## src/rtl/rxq_pkg.sv

```systemverilog
package rxq_pkg;

   typedef enum logic {
      MODE_HOLD  = 1'b0,
      MODE_QUEUE = 1'b1
   } rxq_mode_e;

endpackage

```

## src/rtl/rxq_mode_ctl.sv

```systemverilog
module rxq_mode_ctl
   import rxq_pkg::*;
#(
   parameter int DEPTH = 16,
   localparam int IDX_W = $clog2(DEPTH),
   localparam int CNT_W = $clog2(DEPTH + 1)
) (
   input  logic             clk,
   input  logic             rst_n,
   input  logic             cfg_wr,
   input  logic             cfg_fifo_en,
   input  logic             cfg_rx_clr,
   output rxq_mode_e        mode,
   output logic             flush,
   output logic [IDX_W-1:0] cap_last,
   output logic [CNT_W-1:0] cap_cnt
);

   rxq_mode_e mode_q;
   rxq_mode_e wr_mode;
   logic      mode_flip;

   assign wr_mode   = cfg_fifo_en ? MODE_QUEUE : MODE_HOLD;
   assign mode_flip = cfg_wr && (wr_mode != mode_q);

   // flush on a mode flip, or on a clear request while the queue is enabled
   assign flush = mode_flip || (cfg_wr && cfg_fifo_en && cfg_rx_clr);

   always_ff @(posedge clk or negedge rst_n) begin
      if (!rst_n) begin
         mode_q <= MODE_HOLD;
      end else if (cfg_wr) begin
         mode_q <= wr_mode;
      end
   end

   assign mode     = mode_q;
   assign cap_last = (mode_q == MODE_QUEUE) ? IDX_W'(DEPTH - 1) : '0;
   assign cap_cnt  = (mode_q == MODE_QUEUE) ? CNT_W'(DEPTH) : CNT_W'(1);

endmodule

```

## src/rtl/rxq_index_ctl.sv

```systemverilog
module rxq_index_ctl #(
   parameter int DEPTH = 16,
   localparam int IDX_W = $clog2(DEPTH),
   localparam int CNT_W = $clog2(DEPTH + 1)
) (
   input  logic             clk,
   input  logic             rst_n,
   input  logic             flush,
   input  logic             push_vld,
   input  logic             push_lpbk,
   input  logic             pop_req,
   input  logic [IDX_W-1:0] cap_last,
   input  logic [CNT_W-1:0] cap_cnt,
   output logic [IDX_W-1:0] wr_idx,
   output logic [IDX_W-1:0] rd_idx,
   output logic [CNT_W-1:0] count,
   output logic             wr_en,
   output logic             ovr_pulse
);

   logic             at_cap;
   logic             is_empty;
   logic             do_pop;
   logic             do_push;
   logic             reject;
   logic [IDX_W-1:0] wr_nxt;
   logic [IDX_W-1:0] rd_nxt;
   logic             ovr_q;

   assign at_cap   = (count == cap_cnt);
   assign is_empty = (count == '0);
   assign do_pop   = pop_req && !is_empty && !flush;
   assign do_push  = push_vld && !flush && (!at_cap || do_pop);
   assign reject   = push_vld && !flush && at_cap && !do_pop;

   // wrap modulo the current capacity
   assign wr_nxt = (wr_idx == cap_last) ? '0 : wr_idx + 1'b1;
   assign rd_nxt = (rd_idx == cap_last) ? '0 : rd_idx + 1'b1;

   always_ff @(posedge clk or negedge rst_n) begin
      if (!rst_n) begin
         wr_idx <= '0;
         rd_idx <= '0;
         count  <= '0;
         ovr_q  <= 1'b0;
      end else begin
         ovr_q <= reject && push_lpbk;
         if (flush) begin
            wr_idx <= '0;
            rd_idx <= '0;
            count  <= '0;
         end else begin
            if (do_push) begin
               wr_idx <= wr_nxt;
            end
            if (do_pop) begin
               rd_idx <= rd_nxt;
            end
            if (do_push && !do_pop) begin
               count <= count + 1'b1;
            end else if (do_pop && !do_push) begin
               count <= count - 1'b1;
            end
         end
      end
   end

   assign wr_en     = do_push;
   assign ovr_pulse = ovr_q;

endmodule

```

## src/rtl/rxq_store.sv

```systemverilog
module rxq_store #(
   parameter int DATA_W = 8,
   parameter int DEPTH  = 16,
   localparam int IDX_W = $clog2(DEPTH)
) (
   input  logic              clk,
   input  logic              wr_en,
   input  logic [IDX_W-1:0]  wr_idx,
   input  logic [DATA_W-1:0] wr_data,
   input  logic [IDX_W-1:0]  rd_idx,
   output logic [DATA_W-1:0] rd_data
);

   logic [DATA_W-1:0] ent [DEPTH];

   for (genvar e = 0; e < DEPTH; e++) begin : g_ent
      logic [DATA_W-1:0] cell_q;
      always_ff @(posedge clk) begin
         if (wr_en && (wr_idx == IDX_W'(e))) begin
            cell_q <= wr_data;
         end
      end
      assign ent[e] = cell_q;
   end

   assign rd_data = ent[rd_idx];

endmodule

```

## src/rtl/rxq_switch_fifo.sv

```systemverilog
module rxq_switch_fifo
   import rxq_pkg::*;
#(
   parameter int DATA_W = 8,
   parameter int DEPTH  = 16,
   parameter logic [DATA_W-1:0] EMPTY_VAL = '1,
   localparam int IDX_W = $clog2(DEPTH),
   localparam int CNT_W = $clog2(DEPTH + 1)
) (
   input  logic              clk,
   input  logic              rst_n,
   input  logic              cfg_wr,
   input  logic              cfg_fifo_en,
   input  logic              cfg_rx_clr,
   input  logic              push_vld,
   input  logic [DATA_W-1:0] push_byte,
   input  logic              push_lpbk,
   input  logic              pop_req,
   output logic [DATA_W-1:0] pop_byte,
   output logic [CNT_W-1:0]  occ,
   output logic              not_empty,
   output logic              full,
   output logic              ovr_pulse
);

   if (DEPTH < 2) begin : g_bad_depth
      $error("rxq_switch_fifo: DEPTH must be at least 2");
   end
   if (DATA_W < 1) begin : g_bad_width
      $error("rxq_switch_fifo: DATA_W must be at least 1");
   end

   rxq_mode_e         cur_mode;
   logic              flush_now;
   logic [IDX_W-1:0]  cap_last;
   logic [CNT_W-1:0]  cap_cnt;
   logic [IDX_W-1:0]  wr_idx;
   logic [IDX_W-1:0]  rd_idx;
   logic [CNT_W-1:0]  count;
   logic              wr_en;
   logic [DATA_W-1:0] head;

   rxq_mode_ctl #(.DEPTH(DEPTH)) u_mode (
      .clk         (clk),
      .rst_n       (rst_n),
      .cfg_wr      (cfg_wr),
      .cfg_fifo_en (cfg_fifo_en),
      .cfg_rx_clr  (cfg_rx_clr),
      .mode        (cur_mode),
      .flush       (flush_now),
      .cap_last    (cap_last),
      .cap_cnt     (cap_cnt)
   );

   rxq_index_ctl #(.DEPTH(DEPTH)) u_idx (
      .clk       (clk),
      .rst_n     (rst_n),
      .flush     (flush_now),
      .push_vld  (push_vld),
      .push_lpbk (push_lpbk),
      .pop_req   (pop_req),
      .cap_last  (cap_last),
      .cap_cnt   (cap_cnt),
      .wr_idx    (wr_idx),
      .rd_idx    (rd_idx),
      .count     (count),
      .wr_en     (wr_en),
      .ovr_pulse (ovr_pulse)
   );

   rxq_store #(.DATA_W(DATA_W), .DEPTH(DEPTH)) u_store (
      .clk     (clk),
      .wr_en   (wr_en),
      .wr_idx  (wr_idx),
      .wr_data (push_byte),
      .rd_idx  (rd_idx),
      .rd_data (head)
   );

   assign occ       = count;
   assign not_empty = (count != '0);
   assign full      = (count == cap_cnt);
   assign pop_byte  = not_empty ? head : EMPTY_VAL;

endmodule

```

## config.mk

```make
export PLATFORM = sky130hd
export DESIGN_NAME = rxq_switch_fifo
export DESIGN_NICKNAME = d
export VERILOG_FILES = /design/src/rtl/rxq_pkg.sv /design/src/rtl/rxq_mode_ctl.sv /design/src/rtl/rxq_index_ctl.sv /design/src/rtl/rxq_store.sv /design/src/rtl/rxq_switch_fifo.sv
export SDC_FILE = /design/constraint.sdc
export NUM_CORES = 1
export LEC_CHECK = 0
export BUFFER_PORTS_ARGS = -buffer_cell sky130_fd_sc_hd__buf_2
export CAP_MARGIN = 25
export CORE_ASPECT_RATIO = 1.5
export CORE_MARGIN = 2
export CORE_UTILIZATION = 50
export DETAILED_ROUTE_END_ITERATION = 8
export PLACE_DENSITY = 0.7
export SLEW_MARGIN = 10
export SYNTH_ARGS = -nofsm -noshare
export SYNTH_HDL_FRONTEND = slang
export SYNTH_SLANG_ARGS = --single-unit
```

## constraint.sdc

```tcl
create_clock -name clk -period 2.54 [get_ports clk]
set_clock_uncertainty 0.05 [all_clocks]
set_input_delay 0 -clock clk [delete_from_list [all_inputs] [get_ports clk]]
set_output_delay 0 -clock clk [all_outputs]
set_load 0.005 [all_outputs]
```

==> metrics.txt <==
Max FO, Critical Path 5; VDD IR max 620.3 uV; DR WL/cell 22.10 um; area of the die 13,060 um2; Post-Route Utilization 0.6167; Hold Startpoint cfg_wr; vias in the first global route 3,548; Setup TNS Final -0.01882 ns; DRC viols 0; worst-margin pin slew 0.7420 ns; dominant cell type by area after synthesis edfxtp_1; Std-Cell Core Area 11,890 um2; share of layout cells above drive strength 1 0.3333; Synth top area share 0.6329; clk_lat worst skew 0.41 ns; Place WS -0.06363 ns; Overall Power 0.006926 W; H-tree depth 4; PortBufs 31; CP max stage delay 0.41 ns; Leak 2.602 nW; post-route minimum period 2.559 ns; Post-Syn Area per Cell 18.52 um2; pwr dens 944.3 nW/um2; crit path from u_idx.count[1]; placer congestion estimate between 0.7 and 0.8; Setup-failing EPs final 1; I/O pin total 32; Cell Chain, Critical Path or3_4 > o31a_4 > nand2_4 > ha_4 > inv_4 > fa_2 > a21o_1 > a21oi_2 > mux2i_1 > mux2i_1; Unique masters post-synth 50; kind of end point of the critical path flop; failing checks negative setup slack; WS Path Type reg2reg; Die Width 93.99 um; Clk pin slew, worst setup/hold paths 0.06 ns; synthesized cell area 6073 um2; Worst EP arrival about 2.8 ns; cell family with the largest share of critical-path delay compound AO/OA/AOI/OAI gates; Hold Path Class in2reg; area added between synthesis and finish 20.77%; Crit-path slowest cell dfrtp_2; Startpoint Class flop; fin nets 426; total gr overflow 0; Slew Limit Headroom 0.5037; largest net degree at the start of global routing 25; Clock Path Buffers 2; Hold WS 0.01330 ns; GRT Total Usage 0.2069; initial antenna violation count 0; reg2reg start u_idx.count[1]; Root Buffer clkbuf_16; CTS Sinks 143; via/cell ratio 5.762; Most Frequent Cell on Critical Path mux2i_1; Die Y-Extent between 100 and 150 um; Yosys reg bits around 140; 1st-pass router iterations 4; global-route wire length before repair a little under 20,000 um; final worst setup slack -0.01882 ns; R2R Setup Slk -0.02 ns; Max Cap Viol 0; RSZ-0062 raised after global routing true; Yosys Warn Count 0; drt total wl 12,470 um; post-route ant nets 0; Reg2Reg Depth 10; HPWL after detailed placement 8076 um; Hold Crit Depth 4; Ant. Diodes 0; fin. max-slew vios 0; EDFF count, synth 128; Critical Path RT 2.82 ns; FF-to-FF End u_idx.count[4]; Fin. Hold Viols 0; top cells by area, synth edfxtp_1, mux4_2, dfrtp_1; via count 3,250; TritonCTS clock tree done; synthesized net count 355; Async SR Flop Fraction 0.1049; Primary FF master, synth edfxtp_1; final period utilization 1.007; Syn Inst Count roughly 330; Starting Density 0.5106; hold path endpoint u_idx.ovr_pulse; register area share after synthesis 0.6947; Num CTS Buffers 17; Buffers & Inverters on Critical Path 1; status complete, but fails checks; drt initial violations 183; # rows 49; highest clock rate 0.3908 GHz
cells by family after synthesis:
kind of cell,after synthesis,synth area share
AO/OA/AOI/OAI,33,0.03976
XOR/XNOR,3,0.004327
adder cells (fa/ha/maj),11,0.02390
buffers and inverters,20,0.01710
flip-flops,143,0.6947
multiplexers,54,0.1551
AND/OR/NAND/NOR,64,0.06510
how the worst max path moves through the flow:
| stage | end | cells after the start |
|---|---|---|
| CTS | u_idx.count[4] | 10 |
| global placement | u_idx.count[4] | 10 |
| detailed placement | u_idx.count[4] | 10 |
| finish | u_idx.count[4] | 10 |
| floorplan | u_idx.count[4] | 10 |
| global route | u_idx.count[4] | 10 |
cell usage in the layout (no fill, tap or decap), types with 3 or more instances in the layout:
cell type	synthesis	routed
a21o_1	4	4
a21oi_1	7	6
a22oi_1	9	9
and2_1	4	4
and3_1	17	16
buf_2	5	31
buf_4	2	19
bufinv_16	0	3
clkbuf_16	0	17
clkinv_2	0	3
clkinvlp_4	0	3
dfrtp_1	15	10
dfrtp_2	0	5
dlygate4sd3_1	0	16
edfxtp_1	128	128
ha_1	10	8
inv_1	5	4
mux2i_1	21	21
mux4_2	32	32
nand2_1	8	7
nor2_1	9	9
nor2b_1	4	4
power by group:
group          internal [W]  switching, W
combinational      0.000870      0.000826
sequential          0.00267     0.0000906
clock               0.00154      0.000934
total               0.00508       0.00185
per-layer routing:
metal,vias up,global-route usage,share of wire,wire length (um)
met3,19,0.04946,0.048,593
met5,-,0,0,0
met4,0,0.08238,0.017,212
met1,1661,0.2394,0.37,4661
li1,1476,-,-,-
met2,94,0.3650,0.56,6997
synth_stat cells (all sizes together) (2+ instances only):
cell	count
o21ai	3
ha	10
o31ai	2
a21o	4
dfrtp	15
a21oi	7
nor2	9
or3	2
nand2	8
buf	10
inv	5
nor3	2
and2	6
mux4	32
clkbuf	5
a22oi	9
and3	17
xor2	2
edfxtp	128
or4	2
nand3	2
o21a	2
nor2b	5
mux2i	21
and3b	2
layout make-up:
class	instances	area, um2
clock buffer	17	425.4
clock inverter	14	166.4
fill	877	4559
inverter	5	21.27
multi-input combinational	165	1827
sequential	143	4225
tap	153	191.4
timing repair buffer	67	478.0
state kept, by name (all words and copies together) (netlist names):
register / cells
u_idx.rd_idx: 4
u_store.g_ent.cell_q: 128
u_mode.mode: 1
u_idx.ovr_pulse: 1
u_idx.wr_idx: 4
u_idx.count: 5
per-stage QoR:
step / cell area [um2] / std cells
6_report: 7335 / 564
5_1_grt: 7335 / 564
4_1_cts: 7296 / 563
3_5_place_dp: 6531 / 516
3_3_place_gp: 6531 / 516
2_1_floorplan: 6116 / 328
what timing repair did:
item,4_1_cts,5_1_grt
pin swaps,1,4
hold buffers,16,0
resized for setup,2,4
endpoints found under the hold margin,149,0
endpoints found under the setup margin,2,2
buffers inserted,0,1
worst reg2reg max path, stage by stage, from the launching register on:
cell     delay (ns)
dfrtp_2        0.41
or3_4          0.38
o31a_4         0.30
nand2_4        0.07
ha_4           0.14
inv_4          0.05
fa_2           0.35
a21o_1         0.18
a21oi_2        0.13
mux2i_1        0.23
mux2i_1        0.20
Power figures use the tool's default switching activity.
